===== config.mk =====
export PLATFORM = sky130hd
export DESIGN_NAME = smc_seq
export DESIGN_NICKNAME = d
export VERILOG_FILES = /design/src/rtl/smc_pkg.sv /design/src/rtl/smc_cfg_regs.sv /design/src/rtl/smc_phase.sv /design/src/rtl/smc_seq.sv
export SDC_FILE = /design/constraint.sdc
export NUM_CORES = 1
export LEC_CHECK = 0
export ABC_AREA = 1
export ABC_CLOCK_PERIOD_IN_PS = 2700
export BUFFER_PORTS_ARGS = -buffer_cell sky130_fd_sc_hd__buf_4
export CAP_MARGIN = 15
export CORE_UTILIZATION = 50
export CTS_CLUSTER_SIZE = 28
export DETAILED_ROUTE_END_ITERATION = 10
export MAX_ROUTING_LAYER = met4
export PLACE_DENSITY_LB_ADDON = 0.3
export REMOVE_ABC_BUFFERS = 1
export SLEW_MARGIN = 20
export SYNTH_ARGS = -nofsm -noshare
export SYNTH_HDL_FRONTEND = slang
export SYNTH_HIERARCHICAL = 1
export SYNTH_SLANG_ARGS = --single-unit

===== constraint.sdc =====
create_clock -name clk -period 2.7 [get_ports clk]
set_clock_uncertainty 0.1 [all_clocks]
set_input_delay 0.54 -clock clk [delete_from_list [all_inputs] [get_ports clk]]
set_output_delay 0.54 -clock clk [all_outputs]
set_load 0.02 [all_outputs]

===== src/rtl/smc_pkg.sv =====
package smc_pkg;
  typedef struct packed {
    logic       split;
    logic       wr_permit;
    logic [1:0] width;
    logic [1:0] mtype;
    logic       mux;
    logic       en;
  } bank_ctrl_t;

  typedef struct packed {
    logic [1:0] tail;
    logic [1:0] amode;
    logic [7:0] data;
    logic [3:0] hold;
    logic [3:0] setup;
  } bank_tim_t;

  typedef enum logic [2:0] {
    PH_IDLE, PH_SETUP, PH_HOLD, PH_DATA, PH_TAIL, PH_RESP
  } phase_t;

  localparam int unsigned CFGW = $bits(bank_tim_t);
  localparam logic [1:0] MT_NOR = 2'd2;
  localparam logic [1:0] SEL_CTRL = 2'd0;
  localparam logic [1:0] SEL_RTIM = 2'd1;
  localparam logic [1:0] SEL_WTIM = 2'd2;
  localparam bank_ctrl_t CTRL_BANK0_RST = 8'h51;
endpackage


===== src/rtl/smc_cfg_regs.sv =====
module smc_cfg_regs
  import smc_pkg::*;
#(
  parameter int unsigned NBANK = 4,
  localparam int unsigned BW = (NBANK > 1) ? $clog2(NBANK) : 1
) (
  input  logic             clk,
  input  logic             rst_n,
  input  logic             cfg_we,
  input  logic [BW-1:0]    cfg_bank,
  input  logic [1:0]       cfg_sel,
  input  logic [CFGW-1:0]  cfg_data,
  output bank_ctrl_t       ctrl_q [NBANK],
  output bank_tim_t        rtim_q [NBANK],
  output bank_tim_t        wtim_q [NBANK]
);
  for (genvar i = 0; i < NBANK; i++) begin : g_bank
    logic hit;
    assign hit = cfg_we && (cfg_bank == BW'(i));
    always_ff @(posedge clk or negedge rst_n) begin
      if (!rst_n) begin
        ctrl_q[i] <= (i == 0) ? CTRL_BANK0_RST : '0;
        rtim_q[i] <= '0;
        wtim_q[i] <= '0;
      end else if (hit) begin
        if (cfg_sel == SEL_CTRL) ctrl_q[i] <= bank_ctrl_t'(cfg_data[$bits(bank_ctrl_t)-1:0]);
        if (cfg_sel == SEL_RTIM) rtim_q[i] <= bank_tim_t'(cfg_data);
        if (cfg_sel == SEL_WTIM) wtim_q[i] <= bank_tim_t'(cfg_data);
      end
    end
  end
endmodule


===== src/rtl/smc_phase.sv =====
module smc_phase
  import smc_pkg::*;
(
  input  logic       clk,
  input  logic       rst_n,
  input  logic       start,
  input  logic       start_err,
  input  bank_tim_t  tim,
  input  logic       mux,
  output phase_t     phase,
  output logic       last
);
  logic [3:0] s_q, h_q, s_e, h_e;
  logic [7:0] d_q;
  logic [1:0] t_q;
  logic [8:0] cnt;

  function automatic phase_t after(phase_t p, logic [3:0] s, logic [3:0] h, logic [1:0] t);
    case (p)
      PH_IDLE:  return (s != 0) ? PH_SETUP : ((h != 0) ? PH_HOLD : PH_DATA);
      PH_SETUP: return (h != 0) ? PH_HOLD : PH_DATA;
      PH_HOLD:  return PH_DATA;
      PH_DATA:  return (t != 0) ? PH_TAIL : PH_RESP;
      PH_TAIL:  return PH_RESP;
      default:  return PH_IDLE;
    endcase
  endfunction

  function automatic logic [8:0] len_of(phase_t p, logic [3:0] s, logic [3:0] h,
                                        logic [7:0] d, logic [1:0] t);
    case (p)
      PH_SETUP: return {5'd0, s};
      PH_HOLD:  return {5'd0, h};
      PH_DATA:  return {1'b0, d} + 9'd1;
      PH_TAIL:  return {7'd0, t};
      default:  return 9'd1;
    endcase
  endfunction

  // multiplexed bus forces a non-empty setup and hold
  assign s_e = (mux && tim.setup == 4'd0) ? 4'd1 : tim.setup;
  assign h_e = mux ? ((tim.hold == 4'd0) ? 4'd1 : tim.hold) : 4'd0;
  assign last = (cnt == 9'd0);

  phase_t nxt0, nxt;
  assign nxt0 = after(PH_IDLE, s_e, h_e, tim.tail);
  assign nxt  = after(phase, s_q, h_q, t_q);

  always_ff @(posedge clk or negedge rst_n) begin
    if (!rst_n) begin
      phase <= PH_IDLE;
      cnt   <= '0;
      s_q   <= '0;
      h_q   <= '0;
      d_q   <= '0;
      t_q   <= '0;
    end else if (start) begin
      s_q <= s_e;
      h_q <= h_e;
      d_q <= tim.data;
      t_q <= tim.tail;
      if (start_err) begin
        phase <= PH_RESP;
        cnt   <= '0;
      end else begin
        phase <= nxt0;
        cnt   <= len_of(nxt0, s_e, h_e, tim.data, tim.tail) - 9'd1;
      end
    end else if (phase != PH_IDLE) begin
      if (last) begin
        phase <= nxt;
        cnt   <= len_of(nxt, s_q, h_q, d_q, t_q) - 9'd1;
      end else begin
        cnt <= cnt - 9'd1;
      end
    end
  end


  cnt_idle_chk: assert property (@(posedge clk) disable iff (!rst_n)
    (phase == PH_RESP) |=> (phase == PH_IDLE));
endmodule


===== src/rtl/smc_seq.sv =====
module smc_seq
  import smc_pkg::*;
#(
  parameter int unsigned NBANK = 4,
  parameter int unsigned AW    = 20,
  parameter int unsigned DW    = 16,
  localparam int unsigned BW   = (NBANK > 1) ? $clog2(NBANK) : 1,
  localparam int unsigned NBE  = DW / 8
) (
  input  logic              clk,
  input  logic              rst_n,
  input  logic              cfg_we,
  input  logic [BW-1:0]     cfg_bank,
  input  logic [1:0]        cfg_sel,
  input  logic [CFGW-1:0]   cfg_data,
  input  logic              req_valid,
  output logic              req_ready,
  input  logic              req_write,
  input  logic [BW-1:0]     req_bank,
  input  logic [AW-1:0]     req_addr,
  input  logic [DW-1:0]     req_wdata,
  input  logic [NBE-1:0]    req_be,
  output logic              rsp_valid,
  output logic              rsp_err,
  output logic [DW-1:0]     rsp_rdata,
  output logic [NBANK-1:0]  mem_cs_n,
  output logic              mem_oe_n,
  output logic              mem_we_n,
  output logic              mem_adv_n,
  output logic [NBE-1:0]    mem_be_n,
  output logic [AW-1:0]     mem_addr,
  output logic [DW-1:0]     mem_dq_out,
  output logic              mem_dq_oe,
  input  logic [DW-1:0]     mem_dq_in
);
  bank_ctrl_t ctrl_q [NBANK];
  bank_tim_t  rtim_q [NBANK];
  bank_tim_t  wtim_q [NBANK];

  smc_cfg_regs #(.NBANK(NBANK)) u_cfg (
    .clk, .rst_n, .cfg_we, .cfg_bank, .cfg_sel, .cfg_data,
    .ctrl_q, .rtim_q, .wtim_q
  );

  bank_ctrl_t sel_ctrl;
  bank_tim_t  sel_tim;
  logic       accept, sel_err, sel_early;

  assign sel_ctrl  = ctrl_q[req_bank];
  assign sel_tim   = (sel_ctrl.split && req_write) ? wtim_q[req_bank] : rtim_q[req_bank];
  assign sel_err   = !sel_ctrl.en || (req_write && !sel_ctrl.wr_permit);
  assign sel_early = (sel_ctrl.split ? (sel_tim.amode == 2'd1) : (sel_ctrl.mtype == MT_NOR))
                     && !sel_ctrl.mux && !req_write;
  assign accept    = req_valid && req_ready;

  phase_t phase;
  logic   last;

  smc_phase u_phase (
    .clk, .rst_n, .start(accept), .start_err(sel_err),
    .tim(sel_tim), .mux(sel_ctrl.mux), .phase, .last
  );

  logic [BW-1:0]  a_bank;
  logic           a_write, a_mux, a_early, a_wide, a_err;
  logic [AW-1:0]  a_addr;
  logic [DW-1:0]  a_wdata, rdata_q;
  logic [NBE-1:0] a_be;

  always_ff @(posedge clk or negedge rst_n) begin
    if (!rst_n) begin
      a_bank <= '0; a_write <= 1'b0; a_mux <= 1'b0; a_early <= 1'b0;
      a_wide <= 1'b0; a_err <= 1'b0; a_addr <= '0; a_wdata <= '0;
      a_be <= '0; rdata_q <= '0;
    end else if (accept) begin
      a_bank  <= req_bank;
      a_write <= req_write;
      a_mux   <= sel_ctrl.mux;
      a_early <= sel_early;
      a_wide  <= (sel_ctrl.width != 2'd0);
      a_err   <= sel_err;
      a_addr  <= req_addr;
      a_wdata <= req_wdata;
      a_be    <= req_be;
      rdata_q <= '0;
    end else if (phase == PH_DATA && last && !a_write) begin
      rdata_q <= mem_dq_in;
    end
  end

  logic in_acc, addr_ph, wdat_ph;
  assign in_acc  = (phase == PH_SETUP) || (phase == PH_HOLD) || (phase == PH_DATA);
  assign addr_ph = a_mux && ((phase == PH_SETUP) || (phase == PH_HOLD));
  assign wdat_ph = a_write && ((phase == PH_DATA) || (phase == PH_TAIL));

  for (genvar i = 0; i < NBANK; i++) begin : g_cs
    assign mem_cs_n[i] = !(in_acc && a_bank == BW'(i));
  end

  assign req_ready  = (phase == PH_IDLE);
  assign rsp_valid  = (phase == PH_RESP);
  assign rsp_err    = a_err;
  assign rsp_rdata  = rdata_q;
  assign mem_oe_n   = !(!a_write && ((phase == PH_DATA) || (a_early && in_acc)));
  assign mem_we_n   = !(a_write && phase == PH_DATA);
  assign mem_adv_n  = !(a_mux && phase == PH_SETUP);
  assign mem_addr   = in_acc ? a_addr : '0;
  assign mem_be_n   = (in_acc && a_wide) ? ~a_be : '1;
  assign mem_dq_oe  = addr_ph || wdat_ph;
  assign mem_dq_out = addr_ph ? a_addr[DW-1:0] : (wdat_ph ? a_wdata : '0);


  we_in_cs_chk: assert property (@(posedge clk) disable iff (!rst_n)
    !mem_we_n |-> !(&mem_cs_n));

  rsp_pulse_chk: assert property (@(posedge clk) disable iff (!rst_n)
    rsp_valid |=> !rsp_valid);

  busy_stall_chk: assert property (@(posedge clk) disable iff (!rst_n)
    !(&mem_cs_n) |-> !req_ready);

  adv_bus_chk: assert property (@(posedge clk) disable iff (!rst_n)
    !mem_adv_n |-> (mem_dq_oe && mem_oe_n && mem_we_n));

  err_no_cs_chk: assert property (@(posedge clk) disable iff (!rst_n)
    (rsp_valid && rsp_err) |-> $past(&mem_cs_n));

  cs_onehot_chk: assert property (@(posedge clk) disable iff (!rst_n)
    $onehot0(~mem_cs_n));
endmodule


=== After elaboration in Yosys (flattened, before gate mapping) ===
Index checks and enable logic that the tools add are counted.

* Add/sub/neg operators: 5
* Multiply operators: 0
* Divide/modulo/power cells: 0
* $lt $le $gt $ge: 1
* Eq/ne operators: 23
* Shifts and indexed selects: 0
* Mux-type cells: 41
* Bitwise logic cells: 2
* Reduce and logical (&&, ||, !) cells: 71

{| class="wikitable"
|+ Operators by type and width
! cell !! number
|-
| 20-bit 2-to-1 mux || 6
|-
| 9-bit 2-to-1 mux || 9
|-
| 20-bit binary-select mux with 2-bit select || 2
|-
| 9-bit one-hot mux with 4 select lines || 2
|-
| 16-bit 2-to-1 mux || 4
|-
| 9-bit by 1-bit subtractor with 9-bit output (second input constant) || 3
|-
| 2-bit AND reduction || 13
|-
| 1-bit logical AND || 23
|-
| 8-bit by 1-bit adder with 9-bit output (second input constant) || 2
|-
| 3-bit by 2-bit equality test with 1-bit output (second input constant) || 6
|-
| 3-bit 2-to-1 mux || 6
|-
| 8-bit binary-select mux with 2-bit select || 1
|-
| 8-bit 2-to-1 mux || 2
|-
| 4-bit nonzero test || 4
|-
| 3-bit one-hot mux with 5 select lines || 1
|-
| 2-bit equality test (second input constant) || 6
|-
| 3-bit equality test (second input constant) || 4
|-
| 1-bit zero test || 12
|-
| 4-bit 2-to-1 mux || 3
|-
| 2-bit nonzero test || 5
|-
| 3-bit by 1-bit equality test with 1-bit output (second input constant) || 3
|-
| 9-bit zero test || 1
|-
| 2-bit by 1-bit equality test with 1-bit output (second input constant) || 4
|-
| 4-bit zero test || 2
|-
| other kinds (9) || 19
|}

* Register bits: 283
* Latch bits: 0
* Bits in writable memories: 0
* Memory bits (read-only): 0
* Bits of input ports: 85
* Output and inout port bits: 65
* Memories: 0

=== Logic depth before layout (Yosys ltp) ===
Gate-level depths: netlist (run 1).

* Depth after elaboration: 19
* Mapped depth: 20
* Depth with buffers taken out: 18

=== Cells and area by module ===
Netlist (run 1), hierarchy kept.

{| class="wikitable"
|+ By module, submodules not included
! module !! instances !! cells each !! area an instance (um2) !! sequential area each (um2)
|-
| smc_cfg_regs || 1 || 913 || 7,845.0 || 4,808.4
|-
| smc_seq || 1 || 645 || 4,367.9 || 1,526.5
|-
| smc_phase || 1 || 337 || 2,372.3 || 750.7
|}

=== Least setup slack after synthesis (run 1) ===
OpenSTA, ideal clock, no wires.

* Path type: input to register
* Start point: in req_bank[0]
* End point: reg u_phase.cnt[8]
* Arrival: 2,837 ps
* Required time: 2,479 ps
* Path slack: -358 ps
* Stages: 19
* Cell sequence: buf_6 buf_2 buf_2 nor2_1 o22ai_1 mux2_2 nor2_2 nand3_2 nor2_4 a22oi_1 clkinv_2 ha_1 nand3_1 inv_1 nand4_1 o21ai_1 a21oi_1 nor2_1 a21oi_2

{| class="wikitable"
|+ RTL lines
! what !! RTL line !! text
|-
| from (decl) || smc_seq.sv:19 || <nowiki>input logic [BW-1:0] req_bank,</nowiki>
|-
| to (signal assigned) || smc_phase.sv:67 || <nowiki>cnt <= len_of(nxt0, s_e, h_e, tim.data, tim.tail) - 9'd1;</nowiki>
|-
| to (signal assigned) || smc_phase.sv:72 || <nowiki>cnt <= len_of(nxt, s_q, h_q, d_q, t_q) - 9'd1;</nowiki>
|-
| to (signal assigned) || smc_phase.sv:74 || <nowiki>cnt <= cnt - 9'd1;</nowiki>
|-
| to (decl) || smc_phase.sv:16 || <nowiki>logic [8:0] cnt;</nowiki>
|}

==> results.json, run 1 <==
{
  "grtUsageTotal_pct": 29.2,
  "drc": 0,
  "drv_slew": 0,
  "die-area_um2": 29800,
  "cp_max_fo": 5,
  "cp_slowest_cell": "dfrtp_1",
  "synth.avg_cell_area_um2": 7.70,
  "stdcell_area_um2": 17900,
  "slowest_delay_ns": 0.42,
  "hold_viol_final": 0,
  "min_from": "req_wdata[12]",
  "fin_crit_ns": 2.78,
  "outcome": "finished, violations left",
  "p_leak_nw": 9.14,
  "crit_type": "reg -> reg",
  "timing.final.crit_share_pct": 103,
  "nNetsFinal": 2171,
  "syn_to_final_growth_pct": 22.7,
  "pre_cts_slack_ns": -0.587,
  "final_cell_mix": "nand2_1 (670), dfrtp_1 (278), buf_4 (258)",
  "maxSlewHeadroom_pct": 54.5,
  "r2r_end": "u_phase/cnt[8]$_DFFE_PN0P_",
  "cpLargestDelayFamily": "simple AND/OR/NAND/NOR gates",
  "synth_area_um2": 14600,
  "cts_tree": "built",
  "grt_max_degree": 69,
  "cp.arrival_ns": 3.16,
  "final_common_cell": "nand2_1",
  "clock_latency_ns": 0.57,
  "gr-total-overflow": 0,
  "setup_viol": 6,
  "cp_cell_sequence": "nand2_2 > nand3_2 > nand3_4 > buf_6 > mux2_4 > nor2_4 > nand3_4 > nor2_4 > buf_6 > buf_12 > a31oi_4 > nand3_4 > inv_2 > nand4_1 > o21ai_1 > a21oi_1 > nor2_1 > a21oi_2",
  "antenna_cells": 0,
  "placed_cell_area_um2": 16500,
  "drt_iter0_drc": 1090,
  "cts_max_path_buffers": 3,
  "drive_gt1_share_pct": 20.6,
  "rows": 62,
  "crit_path_start_kind": "flop",
  "power.density_nw_per_um2": 885,
  "fillCellCount": 2503,
  "dr.pass1.iters": 5,
  "grt_pass1_wl_um": 68300,
  "hold_path_end": "a_wdata[12]$_DFFE_PN0P_",
  "rsz0062_at_grt": "yes",
  "ios": 150,
  "r2r_cells": 18,
  "cp-end-kind": "flop",
  "io_buffers": 149,
  "fp.dieW_um": 173,
  "path_clk_slew_ns": 0.06,
  "antenna_found_initial": 0,
  "reg2reg_setup_slack_ns": -0.08,
  "max-vdd-ir-drop_uv": 525,
  "die_h_um": 173,
  "numCtsBuffers": 30,
  "cts.sinks": 283,
  "wl_um": 42800,
  "cts_root_buf": "clkbuf_16",
  "cp.required_ns": 3.08,
  "ant_nets": 0,
  "netlist_instances": 1894,
  "viasPerCell": 5.40,
  "worst_pin_slew_ns": 0.682,
  "vias": 13400,
  "core_region_area_um2": 28700,
  "dp_hpwl_um": 28500,
  "crit_top_cell": "nand3_4",
  "hold_depth": 3,
  "grt_pass1_vias": 13200,
  "start_util_pct": 50.8,
  "fmax_mhz": 359,
  "critPathBufInv": 4,
  "violations": "negative setup slack",
  "timing.rr.start": "u_cfg/ctrl_q[15]$_DFFE_PN0P_",
  "gp_congestion": 0.955,
  "wl_per_cell_um": 17.2,
  "min_path_type": "in -> reg",
  "htree_levels": 1,
  "path_depth": 18,
  "setup_slack_ns": -0.0822,
  "cap_violations": 0,
  "yosysWarnings": 6,
  "cp-startpoint": "u_cfg/ctrl_q[15]$_DFFE_PN0P_"
}
-- per-layer routing --
layer	track usage [%]	vias up	wire [um]
met1	37.0	6313	17500
met3	4.22	122	3200
li1	-	6435	-
met5	-	-	0
met2	47.3	550	20300
met4	11.9	0	1760
-- per-stage QoR --
step / util (%) / hold slack [ns] / TNS, ns / instances / total power, W
finish: 62.3 / 0.0975 / -0.269 / 2485 / 0.0158
global route: 62.3 / 0.0861 / -1.18 / 2485 / 0.0168
CTS: 61.4 / 0.0836 / -0.268 / 2473 / 0.0156
detailed placement: 57.4 / 0.355 / -4.33 / 2411 / 0.0114
global placement: 57.4 / 0.352 / -3.22 / 2411 / 0.0112
floorplan: - / 0.144 / -163.78 / 1771 / 0.00934
-- worst max-delay path by stage --
stage,end,slack [ns]
3_5_place_dp,u_phase/cnt[8]$_DFFE_PN0P_,-0.59
2_1_floorplan,u_phase/cnt[7]$_DFFE_PN0P_,-2.92
3_3_place_gp,u_phase/cnt[8]$_DFFE_PN0P_,-0.45
5_1_grt,u_phase/cnt[7]$_DFFE_PN0P_,-0.22
6_report,u_phase/cnt[8]$_DFFE_PN0P_,-0.08
4_1_cts,u_phase/cnt[5]$_DFFE_PN0P_,-0.09
-- layout make-up --
class,instances,area (um2),share of cell area [%]
sequential,283,7090,39.6
multi-input combinational,1321,6500,36.3
timing repair buffer,277,2220,12.4
clock buffer,45,887,4.96
inverter,169,641,3.58
tap,384,480,2.69
clock inverter,6,68.8,0.385
-- worst register-to-register path: stages (launching register included) --
cell	delay [ns]
dfrtp_1	0.42
nand2_2	0.10
nand3_2	0.09
nand3_4	0.16
buf_6	0.15
mux2_4	0.32
nor2_4	0.12
nand3_4	0.09
nor2_4	0.13
buf_6	0.14
buf_12	0.11
a31oi_4	0.11
nand3_4	0.13
inv_2	0.05
nand4_1	0.08
o21ai_1	0.07
a21oi_1	0.13
nor2_1	0.08
a21oi_2	0.13
-- timing repair --
item,4_1_cts,5_1_grt
pin swaps,19,26
hold buffers,1,0
gates resized for setup,26,38
cloned,0,2
setup endpoints to repair,45,43
setup buffers,10,10
hold endpoints to repair,32,0
-- flip-flops by register name (all words and copies together) (netlist names) --
register	cells
u_cfg/wtim_q	80
rsp_err	1
u_phase/cnt	9
a_be	2
u_cfg/rtim_q	80
a_wdata	16
u_phase/t_q	2
u_phase/phase	3
rsp_rdata	16
u_cfg/ctrl_q	32
a_bank	2
a_write	1
a_mux	1
u_phase/h_q	4
a_wide	1
u_phase/d_q	8
a_addr	20
a_early	1
u_phase/s_q	4
-- power breakdown --
group	switching [W]	leakage [nW]	internal [W]
logic	0.00331	5.19	0.00226
clock network	0.00166	0.468	0.00234
registers	0.000737	3.47	0.00552
(Power assumes the default switching activity.)
==> run 2: changes to the inputs <==
Settings changed: SYNTH_HIERARCHICAL 1 to default.
==> run 2 against run 1 <==
Net effect:
- the run ends with design-rule violations left
- via count is 7.6% lower
- cell area is 6.4% lower
- synthesized area is 7.6% lower
- setup slack better by 0.10 ns
- power is 0.68% lower
- flip-flop and latch count is 8 lower
- clock power is 15% higher
- core utilization is 1.5 points higher
- sequential power is 4.2% lower
- critical endpoint is now mem_dq_out[12]
==> results.json, run 2 <==
{
  "rows": 59,
  "largest_reg_flops": 80,
  "die_h_um": 166,
  "final_common_cell": "nand2_1",
  "slowest_delay_ns": 0.45,
  "wl_per_cell_um": 16.1,
  "synth_area_um2": 13500,
  "power.density_nw_per_um2": 940,
  "netlist_top_cells_count": "nand2_1 (538), dfrtp_1 (272), o21ai_0 (267), inv_1 (156), nand3_1 (142)",
  "dp_hpwl_um": 24700,
  "antenna_cells": 0,
  "cp-end-kind": "output pin",
  "hold_viol_final": 0,
  "max-vdd-ir-drop_uv": 433,
  "cp_max_fo": 8,
  "crit_top_cell": "buf_4",
  "cp_slowest_cell": "dfrtp_2",
  "ios": 150,
  "grt_max_degree": 82,
  "numCtsBuffers": 29,
  "path_clk_slew_ns": 0.06,
  "wl_um": 36800,
  "ys_async_sr_fraction_pct": 100,
  "io_buffers": 149,
  "start_util_pct": 51.4,
  "fin_crit_ns": 2.68,
  "maxSlewHeadroom_pct": 55.6,
  "yosysWarnings": 0,
  "synthFlopType": "dfrtp_1",
  "cp_cell_sequence": "nor2_4 > nor2_2 > nand3_4 > buf_4 > o21ai_0 > buf_4",
  "drive_gt1_share_pct": 19.2,
  "crit_path_start_kind": "flop",
  "netlist_instances": 1742,
  "cts_tree": "built",
  "final_cell_mix": "nand2_1 (532), dfrtp_1 (269), o21ai_0 (263)",
  "drv_slew": 0,
  "final_util_pct": 63.9,
  "drc": 20,
  "ys_seq_elements": 275,
  "die-area_um2": 27600,
  "reg_top3": "u_cfg.rtim_q: 80 flops, u_cfg.wtim_q: 72 flops, u_cfg.ctrl_q: 32 flops",
  "gp_congestion": 0.906,
  "whs_ns": 0.0914,
  "grtUsageTotal_pct": 27.8,
  "cpLargestDelayFamily": "flip-flops",
  "crit_type": "reg -> out",
  "drt_iter0_drc": 962,
  "timing.final.crit_share_pct": 99.3,
  "rsz0062_at_grt": "yes",
  "critPathBufInv": 2,
  "synth_most_common_cell": "nand2_1",
  "ys_top_cells_by_area": "dfrtp_1 (51%), nand2_1 (15%), o21ai_0 (9.9%)",
  "ys_types": 41,
  "fmax_mhz": 373,
  "p_leak_nw": 8.51,
  "cts_max_path_buffers": 3,
  "core_region_area_um2": 26200,
  "synth_top_area_share_pct": 50.5,
  "synth.avg_cell_area_um2": 7.73,
  "regMostFlops": "u_cfg.rtim_q",
  "cp.required_ns": 2.06,
  "outcome": "finished, violations left",
  "cap_violations": 0,
  "setup_viol": 0,
  "synth-edff-count": 0,
  "dr.pass1.iters": 10,
  "cts_root_buf": "clkbuf_16",
  "nNetsFinal": 2018,
  "violations": "design-rule violations",
  "grt_pass1_vias": 12000,
  "viasPerCell": 5.42,
  "gr-total-overflow": 0,
  "fillCellCount": 2266,
  "cts.sinks": 275,
  "yosys.area.top_type": "dfrtp_1",
  "htree_levels": 1,
  "fp.dieW_um": 166,
  "yosysSeqAreaShare_pct": 51.1,
  "clock_latency_ns": 0.56,
  "syn_to_final_growth_pct": 24.2,
  "min_path_type": "in -> reg",
  "cp.arrival_ns": 2.04,
  "power_w": 0.0157,
  "grt_pass1_wl_um": 61100,
  "ant_nets": 0,
  "worst_pin_slew_ns": 0.665,
  "antenna_found_initial": 0,
  "vias": 12400
}
==> run 2: routing by layer <==
| layer | vias up | GRT usage, % | wire (um) |
|---|---|---|---|
| met4 | 0 | 7.35 | 718 |
| li1 | 6007 | - | - |
| met3 | 60 | 3.12 | 2380 |
| met5 | - | - | 0 |
| met1 | 5902 | 37.7 | 16100 |
| met2 | 434 | 44.7 | 17600 |
==> run 2: worst register-to-register path, stage by stage (launching register included) <==
cell,delay [ns]
dfrtp_2,0.45
nor2_4,0.08
nand2_2,0.12
o21ai_1,0.09
nor2_2,0.19
nand2_2,0.13
nor2_2,0.12
nand2_1,0.07
nand2_1,0.06
nand4_1,0.11
o21ai_2,0.10
ha_2,0.21
nand3_2,0.12
nor2_4,0.17
nand3_1,0.09
nand2_1,0.06
nor2_1,0.04
nor2_1,0.10
a21oi_1,0.08
==> run 2: report_power, final <==
part / switching (W) / total (W) / internal (W)
logic: 0.00307 / 0.00511 / 0.00204
clock network: 0.00169 / 0.00462 / 0.00293
registers: 0.000734 / 0.00600 / 0.00527
==> run 2: worst paths after layout <==
| path | start | to | slack (ns) | cells after the start |
|---|---|---|---|---|
| hold / removal | req_be[0] | a_be[0]$_DFFE_PN0P_ | 0.09 | 3 |
| min in group asynchronous | rst_n | u_phase.cnt[7]$_DFFE_PN0P_ | 0.37 | 2 |
| setup reg to reg | u_phase.phase[0]$_DFFE_PN0P_ | u_phase.cnt[8]$_DFFE_PN0P_ | 0.11 | 18 |
| setup / recovery | u_phase.phase[0]$_DFFE_PN0P_ | mem_dq_out[12] | 0.02 | 6 |
| hold reg to reg | a_be[0]$_DFFE_PN0P_ | a_be[0]$_DFFE_PN0P_ | 0.37 | 2 |
| max in group asynchronous | rst_n | u_cfg.ctrl_q[24]$_DFFE_PN1P_ | 1.35 | 3 |
==> run 2: cell type report <==
class	count	area [um2]	share of cell area, %
Inverter	165	624	3.73
Sequential cell	275	6890	41.2
Clock buffer	37	826	4.93
Tap cell	335	419	2.50
Timing Repair Buffer	256	2050	12.3
Multi-Input combinational cell	1202	5620	33.6
Clock inverter	17	304	1.82
==> run 2: timing repair <==
item	in CTS	in global routing
hold buffers	1	0
pin swaps	1	8
resized for setup	11	33
buffers inserted	0	3
setup endpoints to repair	37	37
hold endpoints to repair	41	0
==> run 2: stage by stage <==
step / instance area [um2] / std cells / setup WS, ns / setup TNS, ns
6_report: 16700 / 2287 / 0.0189 / 0
5_1_grt: 16700 / 2287 / -0.131 / -0.379
4_1_cts: 16600 / 2284 / 0.00453 / 0
3_5_place_dp: 15400 / 2229 / -0.285 / -1.42
3_3_place_gp: 15400 / 2229 / -0.148 / -0.768
2_1_floorplan: 13000 / 1642 / -2.50 / -140.63
==> run 2: cell families (layout without fill, tap and decap cells) <==
| family | after synthesis | after routing | share of synthesized area (%) |
|---|---|---|---|
| AO/OA/AOI/OAI | 349 | 349 | 13.8 |
| XOR/XNOR | 8 | 8 | 0.520 |
| adder cells (fa/ha/maj) | 4 | 4 | 0.372 |
| buffers and inverters | 265 | 475 | 8.10 |
| flip-flops | 275 | 275 | 51.1 |
| AND/OR/NAND/NOR | 841 | 841 | 26.1 |
